`src/rtl/cascade_cnt_pkg.sv`:
```
`timescale 1ns/1ps
package cascade_cnt_pkg;
  // Action a stage takes at the next rising edge.
  typedef enum logic [1:0] {
    OP_HOLD  = 2'd0,
    OP_COUNT = 2'd1,
    OP_LOAD  = 2'd2
  } stage_op_e;

  // Choose the stage action from the control inputs.
  function automatic stage_op_e pick_op(input logic ld_n, input logic en_a, input logic en_b);
    if (!ld_n)            return OP_LOAD;
    else if (en_a && en_b) return OP_COUNT;
    else                  return OP_HOLD;
  endfunction
endpackage

```
`src/rtl/cnt_stage_ctl.sv`:
```
`timescale 1ns/1ps
module cnt_stage_ctl
  import cascade_cnt_pkg::*;
#(
  parameter int WIDTH = 4
) (
  input  logic             ld_n,
  input  logic             en_pass,
  input  logic             en_chain,
  input  logic [WIDTH-1:0] q_cur,
  input  logic [WIDTH-1:0] din,
  output stage_op_e        op,
  output logic [WIDTH-1:0] q_nxt,
  output logic             carry
);
  localparam logic [WIDTH-1:0] TOP_VAL = {WIDTH{1'b1}};

  always_comb begin
    op = pick_op(ld_n, en_pass, en_chain);
    unique case (op)
      OP_LOAD:  q_nxt = din;
      OP_COUNT: q_nxt = q_cur + 1'b1;
      default:  q_nxt = q_cur;
    endcase
  end

  // Terminal count, qualified by the chain enable only.
  assign carry = en_chain && (q_cur == TOP_VAL);
endmodule

```
`src/rtl/cnt_stage.sv`:
```
`timescale 1ns/1ps
module cnt_stage
  import cascade_cnt_pkg::*;
#(
  parameter int WIDTH = 4
) (
  input  logic             clk,
  input  logic             clr_n,
  input  logic             ld_n,
  input  logic             en_pass,
  input  logic             en_chain,
  input  logic [WIDTH-1:0] din,
  output logic [WIDTH-1:0] q,
  output logic             carry
);
  stage_op_e        op;
  logic [WIDTH-1:0] q_nxt;
  logic             upd_en;

  cnt_stage_ctl #(.WIDTH(WIDTH)) u_ctl (
    .ld_n     (ld_n),
    .en_pass  (en_pass),
    .en_chain (en_chain),
    .q_cur    (q),
    .din      (din),
    .op       (op),
    .q_nxt    (q_nxt),
    .carry    (carry)
  );

  assign upd_en = (op != OP_HOLD);

  always_ff @(posedge clk or negedge clr_n) begin
    if (!clr_n)      q <= '0;
    else if (upd_en) q <= q_nxt;
  end

  // cleared state observed at any edge while clear is held
  always @(posedge clk) begin
    if (!clr_n) p_clear_zero_r1: assert (q == '0);
  end

  p_load_takes_din_r2: assert property (@(posedge clk) disable iff (!clr_n)
    !ld_n |=> q == $past(din));

  p_count_step_r3: assert property (@(posedge clk) disable iff (!clr_n)
    (ld_n && en_pass && en_chain) |=> q == $past(q) + 1'b1);

  p_hold_r4: assert property (@(posedge clk) disable iff (!clr_n)
    (ld_n && !(en_pass && en_chain)) |=> $stable(q));
endmodule

```
`src/rtl/cascade_counter.sv`:
```
`timescale 1ns/1ps
module cascade_counter #(
  parameter int STAGE_W  = 4,
  parameter int N_STAGES = 3,
  localparam int TOTAL_W = STAGE_W * N_STAGES
) (
  input  logic               clk,
  input  logic               clr_n,
  input  logic               ld_n,
  input  logic [TOTAL_W-1:0] preset,
  input  logic               en_pass,
  input  logic               en_chain,
  output logic [TOTAL_W-1:0] count,
  output logic               carry_out
);
  logic [N_STAGES:0]   chain;
  logic [N_STAGES-1:0] stage_carry;

  assign chain[0] = en_chain;

  for (genvar s = 0; s < N_STAGES; s++) begin : g_stage
    cnt_stage #(.WIDTH(STAGE_W)) u_stage (
      .clk      (clk),
      .clr_n    (clr_n),
      .ld_n     (ld_n),
      .en_pass  (en_pass),
      .en_chain (chain[s]),
      .din      (preset[s*STAGE_W +: STAGE_W]),
      .q        (count[s*STAGE_W +: STAGE_W]),
      .carry    (stage_carry[s])
    );
    assign chain[s+1] = stage_carry[s];
  end

  assign carry_out = chain[N_STAGES];

  // carry seen at the top only with the whole count at all ones
  p_carry_full_r6: assert property (@(posedge clk) disable iff (!clr_n)
    carry_out |-> (&count && en_chain));

  // the chained value moves by exactly one per enabled edge
  p_wide_step_r7: assert property (@(posedge clk) disable iff (!clr_n)
    (ld_n && en_pass && en_chain) |=> count == $past(count) + 1'b1);
endmodule

```
`config.mk`:
```
export PLATFORM = sky130hd
export DESIGN_NAME = cascade_counter
export DESIGN_NICKNAME = d
export VERILOG_FILES = /design/src/rtl/cascade_cnt_pkg.sv /design/src/rtl/cnt_stage_ctl.sv /design/src/rtl/cnt_stage.sv /design/src/rtl/cascade_counter.sv
export SDC_FILE = /design/constraint.sdc
export NUM_CORES = 1
export LEC_CHECK = 0
export BUFFER_PORTS_ARGS = -buffer_cell sky130_fd_sc_hd__buf_2
export CAP_MARGIN = 5
export CORE_MARGIN = 2
export CORE_UTILIZATION = 52
export DETAILED_ROUTE_END_ITERATION = 7
export HOLD_SLACK_MARGIN = 0.1
export PLACE_DENSITY_LB_ADDON = 0.15
export REMOVE_ABC_BUFFERS = 1
export SETUP_SLACK_MARGIN = 0.02
export SYNTH_ARGS = -nofsm -noshare
export SYNTH_HDL_FRONTEND = slang
export SYNTH_HIERARCHICAL = 1
export SYNTH_SLANG_ARGS = --single-unit
```
`constraint.sdc`:
```
create_clock -name clk -period 2.6 [get_ports clk]
set_input_delay 0.52 -clock clk [delete_from_list [all_inputs] [get_ports clk]]
set_output_delay 0.52 -clock clk [all_outputs]
set_load 0.01 [all_outputs]
```
After elaboration in Yosys (flattened, before gate mapping)
Index checks and enable logic that the tools add are counted.

Add/subtract/negate cells: 3. Equality and inequality tests: 9. Mux-type cells: 9. Reductions and logical operators: 15.

Operator list (count): case mux 4 bit (2 select lines) (3); adder 4 x 1 -> 4 bit, second input constant (3); == test 4 bit, second input constant (3); nonzero test 2 bit (6); == test 2 x 1 -> 1 bit, second input constant (3); == test 2 bit, second input constant (3); logical AND 1 bit (6); two-way mux 2 bit (3); AND reduction 2 bit (3); two-way mux 1 bit (3).

Bits in registers: 12. Input bits: 17. Output and inout bits: 13. Word-level logic and storage cells: 39.

Depth between registers and ports, before layout
Gate-level depths: netlist (run 1).

Depth after elaboration: 9. Mapped depth: 7. Gate-level depth less buffers: 7.

By module
Netlist (run 1), hierarchy kept.

Modules (own cells, without submodules): cnt_stage (times used 3, cells each 9, area each 171.4 µm², seq. area each 100.1 µm²); cnt_stage_ctl (times used 3, cells each 21, area each 125.1 µm², seq. area each 0.0 µm²).

Worst setup path after synthesis (run 1)
Ideal clock, no wire load.

Path type: flip-flop to flip-flop. Start: reg g_stage[0].u_stage.q[0]. End: reg g_stage[2].u_stage.q[3]. Library setup time: 0.064 ns. Arrival: 1.812 ns. Required time: 2.536 ns. Slack: 0.724 ns. Cell stages (with the launch flop): 8. Path buffers: 0. Clock period less this slack: 1.876 ns. Cells stage by stage: dfrtp_1 ha_1 and4_2 and4_2 nand2_2 or3_1 a31oi_1 mux2_4.

Elaborated cells on any way between the ends: 12. Those cells by class: eq/ne: 3; mux: 3; reduce/logical: 6.

RTL lines: start, declared (RTL line cnt_stage.sv:13) `output logic [WIDTH-1:0] q,`; start signal, assigned (RTL line cnt_stage.sv:35) `else if (upd_en) q <= q_nxt;`; == test 4 bit (*) (RTL line cnt_stage_ctl.sv:28) `assign carry = en_chain && (q_cur == TOP_VAL);`; logical AND 1 bit (*) (RTL line cnt_stage_ctl.sv:28); net chain[1] (RTL line cascade_counter.sv:16) `logic [N_STAGES:0] chain;`; logical AND 1 bit (*) (RTL line cnt_stage_ctl.sv:28); net chain[2] (RTL line cascade_counter.sv:16); logical AND 1 bit (*) (RTL line cascade_cnt_pkg.sv:13) `else if (en_a && en_b) return OP_COUNT;`; two-way mux 1 bit (*) (RTL line cascade_cnt_pkg.sv:13); two-way mux 2 bit (*) (RTL line cascade_cnt_pkg.sv:12) `if (!ld_n) return OP_LOAD;`; == test 2 x 1 -> 1 bit / == test 2 bit (equally long branches) (RTL line cnt_stage_ctl.sv:20) `unique case (op)`; case mux 4 bit (2 select lines) (*) (RTL line cnt_stage_ctl.sv:20); net g_stage[2].u_stage.q_nxt[3] (RTL line cnt_stage.sv:17) `logic [WIDTH-1:0] q_nxt;`; end signal, assigned (RTL line cnt_stage.sv:35); end, declared (RTL line cnt_stage.sv:13).

Mark *: on every way through the listed nets, which the timed path passes. The rest lies on a longest branch. A chain may end at the register's enable or synchronous reset.

Final worst setup path (run 1)
Start: reg g_stage[0].u_stage.q[0]. End: out carry_out.

Longest elaborated chain between the ends: 4.

Ends and longest elaborated chain: == test 4 bit (RTL line cnt_stage_ctl.sv:28); logical AND 1 bit (RTL line cnt_stage_ctl.sv:28); net chain[1] (RTL line cascade_counter.sv:16); logical AND 1 bit (RTL line cnt_stage_ctl.sv:28); net chain[2] (RTL line cascade_counter.sv:16); logical AND 1 bit (RTL line cnt_stage_ctl.sv:28); end, declared (RTL line cascade_counter.sv:14) `output logic carry_out`.

The timed path passes the listed nets, and every way through them passes these cells.

==> key figures, run 1 <==
Synth
  – Register area share after synthesis: between 30 and 40%
  – Register bit total from synthesis: 12
  – Mapped Cells: 90
  – Count leader, synth: nor2_1
  – Area leader, netlist: dfrtp_1
  – Synth warnings: 6
  – Mapped cell area: between 800 and 900 um2
  – Number of enable flip-flop cells after synthesis: 0
  – Commonest cells post-synth: 15 x nor2_1, 12 x dfrtp_1, 12 x mux2_4
  – Asr flop ratio synth: 100%
  – Top cells by area, synth: dfrtp_1 34%, mux2_4 20%, nor2_1 6.3%, xor2_1 5.9%, a21oi_1 5.1%
  – Synth Flop Type: dfrtp_1
  – Mapped Avg Cell Area: ~9.9 um2
  – Netlist cell types: 16
  – Top cell type's share of synthesized area: roughly a third

Critical path
  – Crit-path max cell delay: around 0.42 ns
  – Reg2reg path depth: 7
  – Source of the worst register-to-register timing path: g_stage[0].u_stage/q[0]
  – Critical Path Sink: carry_out
  – Worst-path fanout max: 5
  – RR Endpoint: g_stage[2].u_stage/q[3]
  – Worst path cell trace: ha_1, and4_2, and4_2, and4_2, buf_2
  – WP data required: roughly 2.1 ns
  – Critical Path Slowest Stage Cell: dfrtp_1
  – Crit path from: g_stage[0].u_stage/q[0]
  – R2R setup slack: around 0.65 ns
  – CP arrival: around 1.7 ns
  – WS Path Type: register to primary output
  – Most frequent CP cell: and4_2
  – Worst Setup Start Kind: register
  – Crit. End Element: primary output

Drt
  – WL per Instance: about 13 um
  – Iter 0 DRT Violations: 17
  – Drt total wl: 1710 um
  – Vias per cell: approximately 5.5
  – ANT nets after route: 0
  – DRC: 0
  – Via count: ~750
  – Drt first pass iters: 4

Floorplan
  – Die Span Y: 45.4 um
  – # IOs: 30
  – Starting density of the core: 57.1%
  – CORE AREA: ~1600 um2
  – Die area: 2060 um2
  – Rows: 14
  – Die Wd: roughly 45 um

Power
  – P_sw: roughly 200 uW
  – Internal power: 400 uW
  – VDD IR max: 0.362 mV
  – Cell Pwr Density: between 500 and 600 nW/um2
  – Sw Share: between 30% and 40%
  – Leakage: around 0.00052 uW
  – Comb pwr share: approximately 37%
  – Clock share of power: 18.4%
  – Sequential share of power: approximately 45%

Cells and area
  – Max reg flops: 12
  – ANT cells: 0
  – Nets: roughly 140
  – Layout cells sized above 1: about 45%
  – Final core occ: about two thirds
  – Most flops, register: g_stage.u_stage/q
  – Design Area, Final: 1070 um2
  – Synth-to-layout area growth: 19.8%
  – Top Registers: g_stage.u_stage/q x12

STA
  – Setup violations, final: 0
  – Final Cycle Share: between 80% and 90%
  – FMAX: roughly 0.45 GHz
  – Setup_tns: 0 ns
  – Worst clock skew: about 0.0066 ns
  – Pins over their slew limit: 0
  – Worst relative slew slack: between 70% and 80%
  – RSZ-0062 raised after global routing: false
  – Fin. Hold Viols: 0
  – Fin Hold WS: ~0.13 ns
  – Worst Tran Pin Value: between 0.4 and 0.5 ns
  – Crit path time final: roughly 2.2 ns

Global route
  – Number of global-route vias before repair: 664
  – First-pass GRT wire length: 2770 um
  – Total global-route track usage: 19.2%
  – Initial antenna violation count: 0
  – Largest net degree at the start of global routing: 28
  – Gr ovfl total: 0

Clocking
  – Skew-Pair Late Insertion Delay: approximately 0.27 ns
  – Setup Buffers After CTS: 0
  – CTS tree: built
  – H-tree depth: 1
  – CTS Buffer Depth: 2
  – Hold Buf Count CTS: 0
  – CTS clk-pin slew, worst paths: ~0.080 ns
  – Total CTS buffers: 3
  – Root Buffer: clkbuf_4
  – Clk sink count: 12
  – Resized cells post-CTS: 0

Outcome
  – Outcome: completed

Worst hold path
  – Min-Delay Path Class: input pin to async pin

Flow run
  – Max Cap Violations: 0

Placed design
  – I/O Buffers: 29
  – Final HPWL DP: around 1300 um
  – Post-DP Area: roughly 1000 um2
  – Routability cong.: roughly 0.79
==> per-stage QoR <==
step                      power, uW  std cells  worst slack [ns]
after global routing            654        135             0.282
final                           604        135             0.378
after floorplan                 414         87             0.724
after detailed placement        498        132             0.660
after global placement          490        132             0.672
after CTS                       614        135             0.363
==> area by class of cell <==
type	instances	area, um2
inverter	3	11.3
tap	16	20.0
clock buffer	3	22.5
timing repair buffer	29	145
fill	142	493
sequential	12	300
multi-input combinational	72	567
==> kinds of logic (layout without fill, tap and decap cells) <==
family / after synthesis / after routing / share of synthesized area (%)
compound gates: 15 / 15 / 8.86
xor+xnor: 6 / 6 / 5.91
fa+ha+maj: 3 / 3 / 4.22
buf+inv: 6 / 35 / 2.53
flops: 12 / 12 / 33.8
mux: 15 / 15 / 23.6
simple gates: 33 / 33 / 21.1
==> power groups by stage <==
| stage | Sequential, uW | Clock [uW] | Combinational, uW |
|---|---|---|---|
| 2_1_floorplan | 283 | 0 | 132 |
| 3_3_place_gp | 271 | 0 | 219 |
| 3_5_place_dp | 274 | 0 | 224 |
| 4_1_cts | 271 | 118 | 225 |
| 5_1_grt | 278 | 127 | 249 |
| 6_report | 270 | 111 | 222 |
==> cells in the final DEF (no fill, tap or decap), drive strengths merged <==
cell | netlist | final
nor2 | 18 | 18
ha | 3 | 3
nand2 | 3 | 3
xor2 | 6 | 6
inv | 3 | 3
mux2i | 3 | 3
a21oi | 9 | 9
or3 | 3 | 3
a31oi | 3 | 3
clkbuf | 3 | 3
mux2 | 12 | 12
and4 | 3 | 3
nand3 | 6 | 6
o21ai | 3 | 3
dfrtp | 12 | 12
buf | 0 | 29
==> worst max-delay path, delay by kind of cell (launching register included) <==
kind / cells / cell delay [ns]
adder cells (fa/ha/maj): 1 / 0.19
flip-flops: 1 / 0.42
buffers and inverters: 1 / 0.12
AND/OR/NAND/NOR: 3 / 0.71
==> how the worst min path moves through the flow <==
stage	startpoint	end	cells after the start
global route	clr_n	g_stage[2].u_stage/q[0]	1
finish	clr_n	g_stage[2].u_stage/q[0]	1
floorplan	clr_n	g_stage[0].u_stage/q[0]	0
global placement	clr_n	g_stage[2].u_stage/q[0]	1
detailed placement	clr_n	g_stage[2].u_stage/q[0]	1
CTS	clr_n	g_stage[2].u_stage/q[0]	1
==> per-layer routing <==
layer  up-vias  routed length (um)  part of all wire, %  track usage (%)
met5         -                   0                    0                0
met4         0                  18                  1.1             11.8
met3         2                  84                  4.9             4.00
met2        21                 840                   49             29.7
met1       344                 770                   45             24.4
li1        378                   -                    -                -
Note: power is estimated with default switching activity, not from simulation.
==> run 2: changes to the inputs <==
CORE_UTILIZATION = 49   (was 52)
SYNTH_HIERARCHICAL = not set   (was 1)
==> run 2 against run 1 <==
Net effect:
- total power fell by 25%
- non-clock buffer count did not move
- worst hold slack got worse by 0.019 ns
- via count fell by 4.2%
- synthesized cell count fell by 11%
- highest routed layer unchanged
- setup slack improved by 0.22 ns
- die area fell by 13%
- design area fell by 18%
- global-route usage rose by 2.6 points
- critical path type unchanged
==> key figures, run 2 <==
Outcome
  – Outcome: completed

Cells and area
  – Register Area: ~300 um2
  – Commonest non-fill, non-tap cell in the layout: buf_2
  – Most frequent cells in the layout: 29 x buf_2, 12 x dfrtp_1, 11 x nor2_1, 8 x a31oi_1, 6 x nand3_1
  – Nets: ~130
  – Most flops, register: g_stage.u_stage.q
  – Layout cells sized above 1: between 30 and 40%
  – Top Registers: g_stage.u_stage.q x12
  – Fill cells: approximately 120
  – Max reg flops: 12
  – Multi-input gate area: 380 um2
  – Synth-to-layout area growth: 22.7%
  – ANT cells: 0

Drt
  – Via count: roughly 700
  – Drt first pass iters: 4
  – WL per Instance: 13.1 um
  – Vias per cell: 5.85
  – Drt total wl: 1600 um
  – ANT nets after route: 0
  – DRC: 0
  – Iter 0 DRT Violations: 9

Synth
  – Register area share after synthesis: 42.0%
  – Mapped Avg Cell Area: between 8 and 9 um2
  – Asr flop ratio synth: between 90% and 100%
  – Mapped Cells: 80
  – Area leader, netlist: dfrtp_1
  – Top cells by area, synth: dfrtp_1 42%, a31oi_1 7.0%, nor2_1 5.8%, ha_1 5.2%, nand3_1 4.2%
  – Count leader, synth: dfrtp_1
  – Synth Flop Type: dfrtp_1
  – Top cell type's share of synthesized area: between 40% and 50%
  – Mapped cell area: between 700 and 800 um2
  – Commonest cells post-synth: 12 x dfrtp_1, 11 x nor2_1, 8 x a31oi_1
  – Number of enable flip-flop cells after synthesis: 0
  – Synth warnings: 0
  – Register bit total from synthesis: 12
  – Netlist cell types: 28

STA
  – Crit path time final: between 2 and 2.5 ns
  – Worst clock skew: around 0.0073 ns
  – FMAX: 0.499 GHz
  – RSZ-0062 raised after global routing: false
  – Fin. Hold Viols: 0
  – Worst Tran Pin Value: about 0.44 ns
  – Setup violations, final: 0
  – Worst relative slew slack: 70.8%
  – Slack of the critical path: 0.596 ns
  – Setup_tns: 0 ns
  – Pins over their slew limit: 0
  – Final Cycle Share: approximately 77%

Critical path
  – WS Path Type: register to primary output
  – Critical Path Slowest Stage Cell: dfrtp_1
  – Worst-path fanout max: 13
  – WP data required: approximately 2.1 ns
  – Crit. End Element: primary output
  – Reg2reg path depth: 4
  – Source of the worst register-to-register timing path: g_stage[0].u_stage.q[0]
  – Worst path cell trace: ha_1, nand3_2, nor3_1, buf_2
  – RR Endpoint: g_stage[2].u_stage.q[0]
  – R2R setup slack: slightly below 1 ns
  – CP arrival: approximately 1.5 ns
  – Crit-path max cell delay: around 0.40 ns
  – Worst Setup Start Kind: register

Clocking
  – Skew-Pair Late Insertion Delay: 0.28 ns
  – Clk sink count: 12
  – H-tree depth: 1
  – CTS clk-pin slew, worst paths: 0.07 ns
  – CTS Buffer Depth: 2
  – Root Buffer: clkbuf_4
  – CTS tree: built
  – Hold Buf Count CTS: 0
  – Total CTS buffers: 3
  – Resized cells post-CTS: 0
  – Setup Buffers After CTS: 0

Power
  – P_sw: 147 uW
  – Clock share of power: between 20% and 30%
  – Leakage: just under 0.0004 uW
  – Sw Share: 32.2%
  – VDD IR max: approximately 0.32 mV
  – Internal power: just over 300 uW
  – Cell Pwr Density: roughly 520 nW/um2
  – Comb pwr share: about a quarter
  – Sequential share of power: about half

Floorplan
  – # IOs: 30
  – Die Span Y: ~42 um
  – Starting density of the core: around 54%
  – Die area: between 1500 and 2000 um2
  – Rows: 13
  – CORE AREA: approximately 1300 um2
  – Die Wd: approximately 42 um

Global route
  – First-pass GRT wire length: between 2000 and 3000 um
  – Total global-route track usage: a little over a fifth
  – Number of global-route vias before repair: a little over 700
  – Gr ovfl total: 0
  – Largest net degree at the start of global routing: 26
  – Initial antenna violation count: 0

Flow run
  – Max Cap Violations: 0

Placed design
  – Final HPWL DP: 1120 um
  – Routability cong.: ~0.82
  – I/O Buffers: 29
  – Pre-CTS worst setup slack: 0.904 ns

Worst hold path
  – Min-Delay Path Class: input pin to async pin
[run 2: critical path: cells and delay by family (launching register included)]
family	cells	cell delay [ns]
buffers and inverters	1	0.15
DFF	1	0.40
adders and majority gates	1	0.22
and+or+nand+nor	2	0.44
[run 2: logic make-up (layout without fill, tap and decap cells)]
group | count (synthesis) | in the layout | synth area share (%)
buf+inv | 8 | 35 | 4.89
xor+xnor | 2 | 2 | 2.45
fa+ha+maj | 3 | 3 | 5.25
mux | 1 | 1 | 1.40
flops | 12 | 12 | 42.0
compound gates | 20 | 20 | 17.7
simple gates | 34 | 34 | 26.4
[run 2: metrics by stage]
step	utilization, %	hold WS (ns)	area [um2]	std cells	total power [uW]
after floorplan	-	0.224	692	75	290
after global placement	64.2	0.415	856	119	341
after detailed placement	64.2	0.420	856	119	344
after CTS	65.9	0.125	878	122	458
after global routing	65.9	0.129	878	122	488
final	65.9	0.106	878	122	455
[run 2: worst max-delay path by stage]
stage / startpoint / end / cells after the start
after detailed placement: g_stage[0].u_stage.q[0] / carry_out / 4
after global routing: g_stage[0].u_stage.q[0] / carry_out / 4
final: g_stage[0].u_stage.q[0] / carry_out / 4
after CTS: g_stage[0].u_stage.q[0] / carry_out / 4
after global placement: g_stage[0].u_stage.q[1] / carry_out / 4
after floorplan: g_stage[0].u_stage.q[0] / carry_out / 3
[run 2: cell type report]
type | instances | area share (%)
Sequential cell | 12 | 34.2
Clock buffer | 3 | 2.56
Tap cell | 15 | 2.14
Inverter | 3 | 1.28
Multi-Input combinational cell | 60 | 43.3
Timing Repair Buffer | 29 | 16.5
[run 2: routing by layer]
| metal | vias to the layer above | share of wire [%] | global-route usage [%] |
|---|---|---|---|
| li1 | 359 | - | - |
| met1 | 324 | 48 | 27.0 |
| met2 | 26 | 43 | 35.7 |
| met3 | 5 | 6.6 | 4.74 |
| met4 | 0 | 2.1 | 10.6 |
| met5 | - | 0 | 0 |
[run 2: power groups by stage]
stage                     clock (uW)  combinational (uW)  sequential, uW
after CTS                        117                 114             228
after detailed placement           0                 113             231
after global placement             0                 111             230
after global routing             127                 129             232
final                            114                 113             228
after floorplan                    0                53.1             237
==> run 3: changes to the inputs <==
CORE_UTILIZATION = 41   (was 49)
clock period = 1.75 ns   (was 2.6 ns; I/O delays follow)
==> run 3 against run 2 <==
Net effect:
- clock skew fell by 0.0023 ns
- largest cell class unchanged
- largest power group unchanged
- combinational power rose by 82%
- flip-flop and latch count unchanged
- via count grew 3.4%
- clock power up 100%
- setup slack got worse by 0.48 ns
- design area is 13% higher
- highest routed layer unchanged
==> key figures, run 3 (synthesis results as in run 2) <==
Cells and area
  – Synth-to-layout area growth: 38.3%
  – Layout cells sized above 1: 41.4%
  – Most flops, register: g_stage.u_stage.q
  – Commonest non-fill, non-tap cell in the layout: buf_2
  – Final core occ: around 59%
  – ANT cells: 0
  – Top Registers: g_stage.u_stage.q x12
  – Most frequent cells in the layout: 29 x buf_2, 12 x dfrtp_1, 11 x nor2_1, 8 x a31oi_1, 7 x buf_4
  – Nets: between 100 and 150
  – Max reg flops: 12

Floorplan
  – CORE AREA: 1690 um2
  – Die Wd: roughly 46 um
  – Starting density of the core: 42.4%
  – # IOs: 30
  – Rows: 15
  – Die area: ~2100 um2
  – Die Span Y: roughly 46 um

Critical path
  – Worst-path fanout max: 5
  – Crit path buffers/inverters: 1
  – WS Path Type: register to primary output
  – Crit-path max cell delay: between 0.4 and 0.5 ns
  – Reg2reg path depth: 5
  – WP data required: roughly 1.4 ns
  – Crit. End Element: primary output
  – Worst Setup Start Kind: register
  – CP arrival: between 1 and 1.5 ns
  – Cell family with most CP delay: flip-flops
  – Critical Path Slowest Stage Cell: dfrtp_1
  – CP Depth: 4
  – Worst path cell trace: ha_2, nand3_4, nor3_2, buf_2

Placed design
  – I/O Buffers: 29
  – Routability cong.: 0.751

Clocking
  – Total CTS buffers: 3
  – CTS Buffer Depth: 2
  – H-tree depth: 1
  – Skew-Pair Late Insertion Delay: between 0.2 and 0.3 ns
  – Clk sink count: 12
  – CTS tree: built
  – Root Buffer: clkbuf_4
  – CTS clk-pin slew, worst paths: 0.09 ns

STA
  – Setup violations, final: 0
  – Final Cycle Share: slightly above 90%
  – Fin. Hold Viols: 0
  – Pins over their slew limit: 0
  – Worst Tran Pin Value: 0.399 ns
  – Setup_tns: 0 ns
  – Crit path time final: 1.63 ns
  – RSZ-0062 raised after global routing: false
  – FMAX: approximately 0.6 GHz
  – Worst relative slew slack: approximately 73%
  – Worst clock skew: 0.00494 ns

Global route
  – Total global-route track usage: a little under a fifth
  – Number of global-route vias before repair: about 630
  – Gr ovfl total: 0
  – First-pass GRT wire length: 2730 um
  – Largest net degree at the start of global routing: 26
  – Initial antenna violation count: 0

Drt
  – Iter 0 DRT Violations: 12
  – DRC: 0
  – WL per Instance: approximately 13 um
  – Drt total wl: 1710 um
  – ANT nets after route: 0
  – Drt first pass iters: 4
  – Vias per cell: approximately 5.5
  – Via count: 738

Outcome
  – Outcome: completed

Flow run
  – Max Cap Violations: 0

Power
  – VDD IR max: 0.468 mV
  – Cell Pwr Density: just under 800 nW/um2
  – Leakage: around 0.00044 uW

Worst hold path
  – Min-Delay Path Class: input pin to register
  – Hold-critical path depth: 3
-- run 3: final cells by class --
class / instances / area [um2]
tap: 17 / 21.3
clock buffer: 4 / 36.3
timing repair buffer: 37 / 208
fill: 161 / 699
inverter: 3 / 11.3
sequential: 12 / 300
multi-input combinational: 60 / 413
-- run 3: tightest hold or removal path: cells and delay by family --
family	cells	cell delay [ns]
and+or+nand+nor	2	0.09
buffers and inverters	1	0.07
-- run 3: stage by stage --
step	hold slack, ns	area [um2]	total power (uW)	instances	setup slack, ns
after floorplan	0.0544	692	431	75	0.215
after global placement	0.247	866	509	122	0.217
after detailed placement	0.247	866	514	122	0.168
after CTS	0.277	937	761	129	0.0266
after global routing	0.270	990	830	133	0.0318
final	0.284	990	772	133	0.115
-- run 3: what timing repair did --
action | CTS | global route
resized for setup | 2 | 5
hold buffers | 1 | 0
endpoints found under the hold margin | 12 | 0
pin swaps | 0 | 0
setup endpoints to repair | 1 | 1
buffers inserted | 2 | 4
-- run 3: path summary, 6_finish.rpt --
kind | from | end | slack [ns]
worst max-delay path | g_stage[1].u_stage.q[0] | carry_out | 0.12
worst min-delay path | preset[9] | g_stage[2].u_stage.q[1] | 0.28
worst max register to register | g_stage[0].u_stage.q[0] | g_stage[1].u_stage.q[3] | 0.17
worst min register to register | g_stage[2].u_stage.q[3] | g_stage[2].u_stage.q[3] | 0.61
max in group asynchronous | clr_n | g_stage[2].u_stage.q[2] | 1.06
min in group asynchronous | clr_n | g_stage[1].u_stage.q[3] | 0.48
-- run 3: power breakdown --
part           total (uW)  switching [uW]  internal [uW]  leakage [uW]
registers             339            33.2            305      0.000135
logic                 206             106           99.3      0.000281
clock network         228             101            126     0.0000210
total                 772             241            531      0.000437
-- run 3: per-layer routing --
layer	up-vias	track usage (%)	routed length, um
met1	341	23.6	841
met4	0	8.57	14
met2	17	29.0	798
met3	2	3.57	55
li1	378	-	-
met5	-	0	0
